==> config.mk <==
export PLATFORM = sky130hd
export DESIGN_NAME = irq_flag_ctrl
export DESIGN_NICKNAME = d
export VERILOG_FILES = /design/src/rtl/ifc_pkg.sv /design/src/rtl/ifc_sync.sv /design/src/rtl/ifc_pin_events.sv /design/src/rtl/ifc_ctrl_reg.sv /design/src/rtl/irq_flag_ctrl.sv
export SDC_FILE = /design/constraint.sdc
export NUM_CORES = 1
export LEC_CHECK = 0
export ABC_AREA = 1
export BUFFER_PORTS_ARGS = -buffer_cell sky130_fd_sc_hd__buf_2
export CORE_MARGIN = 2
export CORE_UTILIZATION = 35
export CTS_CLUSTER_DIAMETER = 80
export DETAILED_ROUTE_END_ITERATION = 12
export PLACE_DENSITY = 0.61
export SLEW_MARGIN = 20
export SYNTH_ARGS = -nofsm -noshare
export SYNTH_HDL_FRONTEND = slang
export SYNTH_HIERARCHICAL = 1
export SYNTH_SLANG_ARGS = --single-unit
==> constraint.sdc <==
create_clock -name clk -period 1.45 [get_ports clk]
set_input_delay 0.145 -clock clk [delete_from_list [all_inputs] [get_ports clk]]
set_output_delay 0.145 -clock clk [all_outputs]
set_load 0.1 [all_outputs]
==> src/rtl/ifc_pkg.sv <==
package ifc_pkg;
  localparam int CTRL_W    = 8;
  localparam int B_PCHG_F  = 0;
  localparam int B_EXT_F   = 1;
  localparam int B_TMR_F   = 2;
  localparam int B_PCHG_E  = 3;
  localparam int B_EXT_E   = 4;
  localparam int B_TMR_E   = 5;
  localparam int B_RSVD    = 6;
  localparam int B_GLB_E   = 7;
  localparam int NUM_SRC   = 3;

  typedef struct packed {
    logic tmr;
    logic ext;
    logic pchg;
  } src_vec_t;
endpackage

==> src/rtl/ifc_sync.sv <==
module ifc_sync #(
  parameter int WIDTH  = 1,
  parameter int STAGES = 2
) (
  input  logic             clk,
  input  logic             rst_n,
  input  logic [WIDTH-1:0] d_async,
  output logic [WIDTH-1:0] q_sync
);
  logic [WIDTH-1:0] stage_q [STAGES];

  genvar gi;
  generate
    for (gi = 0; gi < STAGES; gi++) begin : g_stage
      logic [WIDTH-1:0] stage_d;
      if (gi == 0) begin : g_first
        always_comb stage_d = d_async;
      end else begin : g_rest
        always_comb stage_d = stage_q[gi-1];
      end
      always_ff @(posedge clk or negedge rst_n) begin
        if (!rst_n) stage_q[gi] <= '0;
        else        stage_q[gi] <= stage_d;
      end
    end
  endgenerate

  assign q_sync = stage_q[STAGES-1];
endmodule

==> src/rtl/ifc_pin_events.sv <==
module ifc_pin_events #(
  parameter int PORT_W      = 3,
  parameter int SYNC_STAGES = 2
) (
  input  logic              clk,
  input  logic              rst_n,
  input  logic              edge_rise_sel,
  input  logic              ext_pin,
  input  logic [PORT_W-1:0] port_pins,
  output logic              ext_evt,
  output logic              pchg_evt
);
  localparam int ALL_W   = PORT_W + 1;
  localparam int ARM_MAX = SYNC_STAGES + 1;
  localparam int ARM_W   = $clog2(ARM_MAX + 1);

  logic [ALL_W-1:0] smp_now, smp_prev_q, smp_prev_d;
  logic [ARM_W-1:0] arm_q, arm_d;
  logic             arm_en, armed;
  logic             rise, fall;

  ifc_sync #(.WIDTH(ALL_W), .STAGES(SYNC_STAGES)) u_sync (
    .clk     (clk),
    .rst_n   (rst_n),
    .d_async ({ext_pin, port_pins}),
    .q_sync  (smp_now)
  );

  // disarmed until every sync stage and the history hold real samples
  always_comb begin
    armed      = (arm_q == ARM_W'(ARM_MAX));
    arm_en     = !armed;
    arm_d      = arm_q + ARM_W'(1);
    smp_prev_d = smp_now;
  end

  always_ff @(posedge clk or negedge rst_n) begin
    if (!rst_n)      arm_q <= '0;
    else if (arm_en) arm_q <= arm_d;
  end

  always_ff @(posedge clk or negedge rst_n) begin
    if (!rst_n) smp_prev_q <= '0;
    else        smp_prev_q <= smp_prev_d;
  end

  always_comb begin
    rise     = smp_now[PORT_W] & ~smp_prev_q[PORT_W];
    fall     = ~smp_now[PORT_W] & smp_prev_q[PORT_W];
    ext_evt  = armed & (edge_rise_sel ? rise : fall);
    pchg_evt = armed & (|(smp_now[PORT_W-1:0] ^ smp_prev_q[PORT_W-1:0]));
  end
endmodule

==> src/rtl/ifc_ctrl_reg.sv <==
module ifc_ctrl_reg
  import ifc_pkg::*;
(
  input  logic              clk,
  input  logic              rst_n,
  input  logic              reg_wr,
  input  logic [CTRL_W-1:0] reg_wdata,
  input  src_vec_t          evt,
  input  logic              sleeping,
  output logic [CTRL_W-1:0] ctrl,
  output logic              irq_req,
  output logic              wake
);
  src_vec_t flag_q, flag_d, en_q, en_d, pend;
  logic     glb_q, glb_d, cfg_en;

  always_comb begin
    cfg_en = reg_wr;
    en_d   = '{tmr: reg_wdata[B_TMR_E], ext: reg_wdata[B_EXT_E], pchg: reg_wdata[B_PCHG_E]};
    glb_d  = reg_wdata[B_GLB_E];
    flag_d = flag_q;
    if (reg_wr)
      flag_d = '{tmr: reg_wdata[B_TMR_F], ext: reg_wdata[B_EXT_F], pchg: reg_wdata[B_PCHG_F]};
    // events override a same-cycle clearing write
    flag_d = flag_d | evt;
  end

  always_ff @(posedge clk or negedge rst_n) begin
    if (!rst_n) flag_q <= '0;
    else        flag_q <= flag_d;
  end

  always_ff @(posedge clk or negedge rst_n) begin
    if (!rst_n) begin
      en_q  <= '0;
      glb_q <= 1'b0;
    end else if (cfg_en) begin
      en_q  <= en_d;
      glb_q <= glb_d;
    end
  end

  always_comb begin
    pend    = flag_q & en_q;
    irq_req = glb_q & (|pend);
    wake    = sleeping & (|pend);
    ctrl              = '0;
    ctrl[B_GLB_E]     = glb_q;
    ctrl[B_RSVD]      = 1'b0;
    ctrl[B_TMR_E]     = en_q.tmr;
    ctrl[B_EXT_E]     = en_q.ext;
    ctrl[B_PCHG_E]    = en_q.pchg;
    ctrl[B_TMR_F]     = flag_q.tmr;
    ctrl[B_EXT_F]     = flag_q.ext;
    ctrl[B_PCHG_F]    = flag_q.pchg;
  end
endmodule

==> src/rtl/irq_flag_ctrl.sv <==
module irq_flag_ctrl
  import ifc_pkg::*;
#(
  parameter int PORT_W      = 3,
  parameter int SYNC_STAGES = 2
) (
  input  logic              clk,
  input  logic              rst_n,
  input  logic              reg_wr,
  input  logic [CTRL_W-1:0] reg_wdata,
  output logic [CTRL_W-1:0] reg_rdata,
  input  logic              edge_rise_sel,
  input  logic              tmr_ovf,
  input  logic              ext_pin,
  input  logic [PORT_W-1:0] port_pins,
  input  logic              sleeping,
  output logic              irq_req,
  output logic              wake
);
  logic     ext_evt, pchg_evt;
  src_vec_t evt;

  ifc_pin_events #(.PORT_W(PORT_W), .SYNC_STAGES(SYNC_STAGES)) u_pins (
    .clk           (clk),
    .rst_n         (rst_n),
    .edge_rise_sel (edge_rise_sel),
    .ext_pin       (ext_pin),
    .port_pins     (port_pins),
    .ext_evt       (ext_evt),
    .pchg_evt      (pchg_evt)
  );

  always_comb evt = '{tmr: tmr_ovf, ext: ext_evt, pchg: pchg_evt};

  ifc_ctrl_reg u_ctrl (
    .clk       (clk),
    .rst_n     (rst_n),
    .reg_wr    (reg_wr),
    .reg_wdata (reg_wdata),
    .evt       (evt),
    .sleeping  (sleeping),
    .ctrl      (reg_rdata),
    .irq_req   (irq_req),
    .wake      (wake)
  );
endmodule

==> results of run 1 <==
## state kept, by name, indices dropped and copies added (netlist names)
register and cells:
u_ctrl/ctrl 6, u_pins/smp_prev_q 4, u_pins/u_sync/g_stage.stage_d 4, u_pins/u_sync/q_sync 4, u_pins/arm_q 2, u_ctrl/glb_q 1
## cell usage in the layout, fill, tap and decap left out
cell type       n
nand3_4         1
inv_2           1
dfrtp_2         4
nor2_1          1
dfrtp_4         2
nand2_1        27
nand2_2         2
clkinvlp_4      2
buf_4           2
nand3_1         1
ha_1            1
conb_1          1
buf_12          2
buf_2          23
dlygate4sd3_1   5
nand2_4         2
mux2_4          1
inv_1           6
clkinv_2        1
xnor2_1         2
dfrtp_1        15
o21ai_0         1
a21oi_1         4
clkbuf_4        3
## per-stage QoR
stage	utilization, %	hold WS [ns]	power [mW]	setup slack (ns)	TNS [ns]
3_3_place_gp	44.87	0.1165	0.9551	0.2881	0
3_5_place_dp	44.87	0.1248	0.9585	0.2956	0
4_1_cts	49.83	0.02680	1.260	-0.003131	-0.003131
2_1_floorplan	-	-0.1506	0.8787	-0.01745	-0.03484
5_1_grt	50.63	0.04146	1.309	-0.04588	-0.07797
6_report	50.63	0.03041	1.259	0.004737	0
## worst paths after layout
kind | end | slack, ns | startpoint
min in group asynchronous | u_pins/u_sync/g_stage[1].stage_d[1]$_DFF_PN0_ | 0.32 | rst_n
setup / recovery | wake | 0.005 | u_ctrl/ctrl[2]$_DFF_PN0_
max in group asynchronous | u_ctrl/ctrl[2]$_DFF_PN0_ | 0.78 | rst_n
hold / removal | u_ctrl/ctrl[2]$_DFF_PN0_ | 0.03 | tmr_ovf
setup reg to reg | u_ctrl/ctrl[1]$_DFF_PN0_ | 0.36 | u_pins/arm_q[0]$_DFFE_PN0N_
hold reg to reg | u_pins/u_sync/q_sync[2]$_DFF_PN0_ | 0.36 | u_pins/u_sync/g_stage[1].stage_d[2]$_DFF_PN0_
## worst reg2reg max path: cells and delay by family, from the launching register on
family,cells,cell delay [ns]
DFF,1,0.42
adders and majority gates,1,0.27
and+or+nand+nor,3,0.19
AOI/OAI and AO/OA,1,0.12
## kinds of logic after synthesis
group | after synthesis | share of synthesized area [%]
DFF | 21 | 66.56
adders and majority gates | 1 | 1.585
xor gates and xnor gates | 2 | 2.219
AOI/OAI and AO/OA | 5 | 3.169
muxes | 1 | 1.901
buffers and inverters | 12 | 7.606
and+or+nand+nor | 34 | 16.48
other | 1 | 0.4750
## cells in the mapped netlist
cell and n:
buf_6 1, inv_2 1, xnor2_1 2, dfrtp_1 21, buf_4 2, nand2_1 31
nand3_1 2, nor2_1 1, conb_1 1, o21ai_0 1, ha_1 1, a21oi_1 4
inv_1 8, mux2_4 1
## per-layer routing
layer  vias to the layer above  part of all wire, %  track usage, %  routed length, um
li1                        292                    -               -                  -
met1                       264                   45           15.84                632
met2                         9                   49           18.16                684
met4                         0                  1.6           7.895                 22
met3                         2                  3.9           2.011                 54
met5                         -                    0               0                  0
## timing repair
| item | 4_1_cts | 5_1_grt |
|---|---|---|
| endpoints found under the setup margin | 2 | 2 |
| setup buffers | 2 | 0 |
| hold buffers | 5 | 0 |
| gates resized for setup | 5 | 3 |
| hold endpoints to repair | 25 | 0 |
| pin swaps | 3 | 3 |
## layout make-up
class	count	area share, %
clock buffers	3	2.050
well taps	28	3.189
repair buffers	32	20.05
clock inverters	1	0.4556
inverters	9	3.759
flip-flops and latches	21	48.98
multi-input cells	44	21.53
## power by group
| part | leakage [nW] | internal (mW) | switching (mW) | total [mW] |
|---|---|---|---|---|
| Clock | 0.0177 | 0.103 | 0.176 | 0.279 |
| Sequential | 0.231 | 0.622 | 0.0239 | 0.646 |
| Combinational | 0.311 | 0.0917 | 0.243 | 0.335 |
| Total | 0.560 | 0.816 | 0.443 | 1.26 |
==> impl_metrics.yaml, run 1 <==
run_status:
  outcome: "finished, final reports clean"
clock_tree:
  cts_tree: "built"
  clock_latency_ns: 0.30
  clockRootBuffer: "clkbuf_4"
  cts.sinks: 21
  cts_max_level: 1
  cts_buffer_depth: 2
  clk_pin_slew_ns: 0.11
  numCtsBuffers: 3
sta:
  setup_violations: 0
  final_hold_viol_count: 0
  rsz0062_at_grt: "yes"
  min_period_ns: 1.445
  fmax_mhz: 691.9
  finClkSkew_ns: 0.005741
  fin_crit_sh_pct: 99.67
  slew_violations: 0
finish:
  seqCellArea_um2: 538.0
  antenna_cells: 0
  fill_cells: 203
  final_net_count: 130
  stdcell_area_mm2: 0.001099
  area_growth_pct: 39.14
  multi_input_area_um2: 236.5
  drive_gt1_share_pct: 41.82
  instances_no_fill: 138
global_route:
  grt_pass1_wl_um: 2290
  grt_pass1_vias: 531
  grt_usage_pct: 11.99
  grt_antenna_before_repair: 0
  grt.overflow.total: 0
  grt_max_degree: 22
place:
  place_area_um2: 973.4
  port_buffers: 25
  routabilityCongestion: 0.7252
  place_hpwl_um: 948.4
  dpl.cell_count: 127
pwr:
  powerDensity_mw_per_mm2: 1146
  leakagePower_nw: 0.5600
  max-vdd-ir-drop_v: 0.0006186
logic_synthesis:
  yosysUniqueCellTypes: 14
  yosysWarnings: 6
  ys_seq_area_share_pct: 66.56
  yosys.area.top_type: "dfrtp_1"
  syn_inst: 77
  synthTopCellsByArea: "dfrtp_1, nand2_1, inv_1, a21oi_1, xnor2_1"
  ys_ff_latch: 21
  avgSynthCellArea_um2: 10.25
  syn_nets: 96
  synth_area_um2: 789.5
  yosys.area.top_type_share_pct: 66.56
route:
  routed_wl_um: 1393
  route.detailed.drc: 0
  drt_iter0_drc: 4
  avgViaCountPerCell: 4.109
  num_vias: 567
  drtAntennaViolNets: 0
  dr.pass1.iters: 4
  avgRoutedWirePerCell_um: 10.09
floorplanning:
  die_h_um: 51.50
  dieArea_mm2: 0.002652
  fp-row-count: 17
  die_w_um: 51.50
  core-area_mm2: 0.002170
  initial_core_util_pct: 36.39
  pin_count: 28
setup_path:
  crit_type: "flop to output port"
  cp.depth: 5
  slowest_stage: "dfrtp_4"
  worst-path-max-fanout: 2
  arrival_ns: 1.30
  crit_path_end_kind: "output port"
  cpPeakStageDelay_ns: 0.51
  worstPathCellList: "nand2_4 > nand3_4 > nand2_2 > clkinvlp_4 > buf_12"
  reg2regPathDepth: 5
  path_buf_inv: 2
  cp.required_ns: 1.31
  start_kind: "flop"
  critical-path-top-delay-family: "flip-flops"
hold_path:
  hold_path_class: "input port to flop"
  hold_depth: 3
job:
  maxCapViolations: 0
Power figures use the tool's default switching activity.
==> run 2: changes to the inputs <==
--- a/config.mk
+++ b/config.mk
@@ -8,4 +8,5 @@
 export ABC_AREA = 1
 export BUFFER_PORTS_ARGS = -buffer_cell sky130_fd_sc_hd__buf_2
+export CAP_MARGIN = 20
 export CORE_MARGIN = 2
 export CORE_UTILIZATION = 35
==> constraint.sdc (replaced) <==
create_clock -name clk -period 1.45 [get_ports clk]
set_input_delay 0.0725 -clock clk [delete_from_list [all_inputs] [get_ports clk]]
set_output_delay 0.0725 -clock clk [all_outputs]
set_load 0.1 [all_outputs]
==> run 2 against run 1 <==
  * Non-clock buffer count is 6 higher
  * Register-to-register slack barely moved
  * First-iteration DRC count fell by 50%
  * Die area is the same
  * Sequential share of layout area is 1.6 points lower
  * Flip-flop and latch count did not move
  * Global-route usage increased by 0.25 points
  * Worst hold slack improved by 0.050 ns
  * Clock skew shrank 0.0029 ns
  * Maximum frequency grew 7.4%
  * Combinational power fell by 1%
  * Utilization is 1.2 points higher
  * Highest routed layer unchanged
==> impl_metrics.yaml, run 2 (same netlist as run 1, synthesis figures left out) <==
clock_tree:
  cts.sinks: 21
  cts_max_level: 1
  clk_pin_slew_ns: 0.10
  clock_latency_ns: 0.29
  clockRootBuffer: "clkbuf_4"
  cts_resized: 0
  cts_setup_buffers: 0
  cts_tree: "built"
  cts_buffer_depth: 2
  numCtsBuffers: 3
setup_path:
  crit_start: "u_ctrl/ctrl[4]$_DFFE_PN0P_"
  cp.required_ns: 1.38
  worstPathCellList: "nand2_1 > nand3_1 > nand2_1 > clkinvlp_4 > buf_12"
  critical-path-top-delay-family: "flip-flops"
  reg2reg_from: "u_pins/arm_q[0]$_DFFE_PN0N_"
  path_buf_inv: 2
  cpPeakStageDelay_ns: 0.43
  worst_path_most_repeated_cell: "nand2_1"
  crit_path_end_kind: "output port"
  start_kind: "flop"
  crit_type: "flop to output port"
  arrival_ns: 1.27
  slowest_stage: "dfrtp_2"
  worst-path-max-fanout: 3
place:
  dpl.cell_count: 127
  place_hpwl_um: 905.7
  port_buffers: 25
  routabilityCongestion: 0.7412
pwr:
  max-vdd-ir-drop_v: 0.0007430
  powerDensity_mw_per_mm2: 1092
  leakagePower_nw: 0.5708
  p_total_mw: 1.228
global_route:
  grt_pass1_vias: 598
  grt_pass1_wl_um: 2359
  grt.overflow.total: 0
  grt_usage_pct: 12.24
  grt_antenna_before_repair: 0
  grt_max_degree: 22
sta:
  final_hold_viol_count: 0
  fin_crit_sh_pct: 92.83
  hold_slack_ns: 0.08030
  fmax_mhz: 742.9
  setup_violations: 0
  finClkSkew_ns: 0.002801
  slew_violations: 0
  min_period_ns: 1.346
  rsz0062_at_grt: "yes"
route:
  route.detailed.drc: 0
  dr.pass1.iters: 4
  routed_wl_um: 1308
  avgViaCountPerCell: 4.208
  num_vias: 606
  avgRoutedWirePerCell_um: 9.083
  drtAntennaViolNets: 0
  drt_iter0_drc: 2
finish:
  final_common_cell: "nand2_1"
  largest_reg_flops: 6
  fill_cells: 218
  final_cell_mix: "nand2_1, buf_2, dfrtp_1"
  drive_gt1_share_pct: 32.76
  antenna_cells: 0
  area_growth_pct: 42.47
  final_net_count: 136
  instances_no_fill: 144
floorplanning:
  dieArea_mm2: 0.002652
  pin_count: 28
  core-area_mm2: 0.002170
  die_w_um: 51.50
  die_h_um: 51.50
  initial_core_util_pct: 36.39
  fp-row-count: 17
hold_path:
  hold_start: "reg_wr"
  hold_path_class: "input port to flop"
job:
  maxCapViolations: 0
run_status:
  outcome: "finished, final reports clean"
## run 2: metrics by stage
stage / area, um^2 / setup WS, ns / TNS [ns] / utilization [%]
finish: 1125 / 0.1040 / 0 / 51.85
global route: 1125 / -0.02466 / -0.02896 / 51.85
CTS: 1125 / 0.08833 / 0 / 51.85
detailed placement: 968.4 / 0.3807 / 0 / 44.64
global placement: 968.4 / 0.3900 / 0 / 44.64
floorplan: 804.5 / 0.04411 / 0 / -
## run 2: timing repair
action | in CTS | in global routing
hold buffers | 13 | 0
setup endpoints to repair | 0 | 2
hold endpoints to repair | 32 | 0
## run 2: final cells by class
class	count	area, um^2	area share (%)
clock buffer	4	26.28	2.336
inverter	9	41.29	3.671
multi-input combinational	44	203.9	18.13
sequential	21	533.0	47.39
tap	28	35.03	3.115
timing repair buffer	38	285.3	25.36
## run 2: final timing paths
check	slack, ns	cells after the start	to
max	0.10	5	irq_req
max reg2reg	0.36	2	u_pins/arm_q[1]$_DFFE_PN0N_
min reg2reg	0.36	0	u_pins/u_sync/q_sync[1]$_DFF_PN0_
min	0.08	3	u_ctrl/ctrl[5]$_DFFE_PN0P_
max in group asynchronous	0.87	2	u_ctrl/ctrl[5]$_DFFE_PN0P_
min in group asynchronous	0.26	2	u_pins/u_sync/g_stage[1].stage_d[1]$_DFF_PN0_
## run 2: worst reg2reg max path: cells and delay by family (launching register included)
family | cells | cell delay, ns
flip-flops | 1 | 0.41
multiplexers | 1 | 0.31
adder cells (fa/ha/maj) | 1 | 0.26
## run 2: per-layer routing
metal / routed length [um] / share of wire, % / global-route usage [%] / vias to the layer above
met5: 0 / 0 / 0 / -
met4: 16 / 1.2 / 9.211 / 0
met3: 51 / 3.9 / 2.011 / 2
met2: 646 / 49 / 18.38 / 12
met1: 594 / 45 / 15.84 / 286
li1: - / - / - / 306
## run 2: power by group
group / switching (mW) / internal, mW / leakage [nW] / total, mW
clock: 0.152 / 0.107 / 0.0150 / 0.259
sequential: 0.0192 / 0.620 / 0.231 / 0.639
combinational: 0.236 / 0.0936 / 0.325 / 0.330
==> run 3: changes to the inputs <==
Settings changed: PLACE_DENSITY 0.61 to 0.63.
==> run 3 against run 2 <==
  * Maximum frequency increased by 0.17%
  * Combinational power grew 2%
  * Routed wire length is 4.1% higher
  * Sequential power is essentially flat
  * Critical path depth did not move
  * Clock power increased by 5%
  * Power is 1.5% higher
  * Largest cell class unchanged
  * Non-clock buffer count unchanged
==> impl_metrics.yaml, run 3 (same netlist as run 1, synthesis figures left out) <==
global_route:
  met1_usage_pct: 14.96
  grt_pass1_vias: 640
  busiest_layer: "met2"
  grt_usage_pct: 12.70
  grt_pass1_wl_um: 2511
  grt_antenna_before_repair: 0
  met3_usage_pct: 1.724
  grt.overflow.total: 0
  grt_use_met2_pct: 21.79
  grt_max_degree: 22
pwr:
  p_sw_mw: 0.4280
  max-vdd-ir-drop_v: 0.0007334
  p_seq_share_pct: 51.3
  power.internal_mw: 0.8183
  leakagePower_nw: 0.5764
  clkPwrFrac_pct: 21.7
  sw_frac_of_total_pct: 34.34
  powerDensity_mw_per_mm2: 1097
  p_comb_share_pct: 27.0
clock_tree:
  clk_pin_slew_ns: 0.11
  cts_tree: "built"
  clockRootBuffer: "clkbuf_4"
  numCtsBuffers: 3
  cts_max_level: 1
  cts.sinks: 21
  clock_latency_ns: 0.29
  cts_buffer_depth: 2
floorplanning:
  die_h_um: 51.50
  die_w_um: 51.50
  initial_core_util_pct: 36.39
  core-area_mm2: 0.002170
  pin_count: 28
  dieArea_mm2: 0.002652
  fp-row-count: 17
finish:
  fill_cells: 198
  final_cell_mix: "nand2_1, buf_2, dfrtp_1"
  antenna_cells: 0
  final_common_cell: "nand2_1"
  final_net_count: 136
  drive_gt1_share_pct: 36.21
  area_growth_pct: 43.90
  largest_reg_flops: 6
setup_path:
  cpPeakStageDelay_ns: 0.43
  reg2reg_from: "u_pins/arm_q[0]$_DFFE_PN0N_"
  reg2reg_to: "u_pins/arm_q[1]$_DFFE_PN0N_"
  cp-endpoint: "irq_req"
  critical-path-top-delay-family: "flip-flops"
  worst-path-max-fanout: 3
  cp.depth: 5
  ff2ff_setup_slack_ns: 0.35
  reg2regPathDepth: 2
  crit_start: "u_ctrl/ctrl[4]$_DFFE_PN0P_"
  start_kind: "flop"
  slowest_stage: "dfrtp_2"
  crit_type: "flop to output port"
  crit_path_end_kind: "output port"
  cp.required_ns: 1.38
  arrival_ns: 1.27
  worstPathCellList: "nand2_1 > nand3_2 > nand2_2 > clkinvlp_4 > buf_12"
  path_buf_inv: 2
hold_path:
  hold_path_class: "input port to flop"
route:
  routed_wl_um: 1362
  avgViaCountPerCell: 4.139
  route.detailed.drc: 0
  drtAntennaViolNets: 0
  dr.pass1.iters: 2
  num_vias: 596
  avgRoutedWirePerCell_um: 9.458
  drt_iter0_drc: 3
job:
  maxCapViolations: 0
place:
  place_hpwl_um: 949.2
  routabilityCongestion: 0.7507
  port_buffers: 25
sta:
  rsz0062_at_grt: "no"
  slew_violations: 0
  fmax_mhz: 744.2
  setup_violations: 0
  setup_tns_ns: 0
  min_period_ns: 1.344
  final_hold_viol_count: 0
  finClkSkew_ns: 0.002864
  hold_slack_ns: 0.06370
  fin_crit_sh_pct: 92.67
run_status:
  outcome: "finished, final reports clean"
==> run 3: changes by cell type in the layout (fill, tap and decap cells not counted) <==
cell	before	now
clkinv_2	0	1
nand3_2	0	1
nand3_1	2	1
nand2_1	31	29
clkbuf_1	1	0
nand2_2	0	2
==> run 3: what timing repair did <==
item,in CTS,in global routing
hold buffers,13,0
resized for setup,0,3
setup buffers,0,0
setup endpoints to repair,0,2
endpoints found under the hold margin,32,0
==> run 3: worst min-delay path by stage <==
stage,startpoint,endpoint,slack [ns],depth (start not counted)
finish,reg_wr,u_ctrl/glb_q$_DFFE_PN0P_,0.06,3
CTS,reg_wr,u_ctrl/glb_q$_DFFE_PN0P_,0.06,3
global placement,rst_n,u_pins/u_sync/g_stage[1].stage_d[2]$_DFF_PN0_,0.04,1
floorplan,rst_n,u_ctrl/ctrl[0]$_DFF_PN0_,-0.22,0
detailed placement,rst_n,u_pins/u_sync/g_stage[1].stage_d[2]$_DFF_PN0_,0.05,1
global route,reg_wr,u_ctrl/ctrl[5]$_DFFE_PN0P_,0.08,3
==> run 3: layout make-up <==
type	count	area (um^2)	share of cell area, %
multi-input combinational	44	214.0	18.83
tap	28	35.03	3.084
timing repair buffer	38	285.3	25.11
inverter	9	41.29	3.634
clock buffer	3	22.52	1.982
clock inverter	1	5.005	0.4405
sequential	21	533.0	46.92
==> run 3: metal layers <==
metal | vias up | part of all wire [%]
li1 | 304 | -
met1 | 281 | 44
met2 | 9 | 52
met3 | 2 | 2.6
met4 | 0 | 1.6
met5 | - | 0
==> run 3: power groups by stage <==
stage / Sequential (mW) / Combinational [mW] / Clock (mW)
6_report: 0.639 / 0.337 / 0.271
5_1_grt: 0.645 / 0.359 / 0.300
4_1_cts: 0.639 / 0.333 / 0.279
3_5_place_dp: 0.651 / 0.305 / 0
3_3_place_gp: 0.649 / 0.304 / 0
2_1_floorplan: 0.743 / 0.133 / 0
==> run 3: worst min-delay path, cell delays in order <==
cell and delay (ns):
buf_2 0.15, nand2_1 0.07, nand2_1 0.04
==> run 3: metrics by stage <==
step	worst slack, ns	utilization, %	std cells	area [um^2]	total power [mW]
floorplan	0.04411	-	77	804.5	0.8761
global placement	0.3904	44.64	127	968.4	0.9526
detailed placement	0.3668	44.64	127	968.4	0.9563
CTS	0.08232	51.90	144	1126	1.251
global route	0.03849	52.36	144	1136	1.304
finish	0.1062	52.36	144	1136	1.246
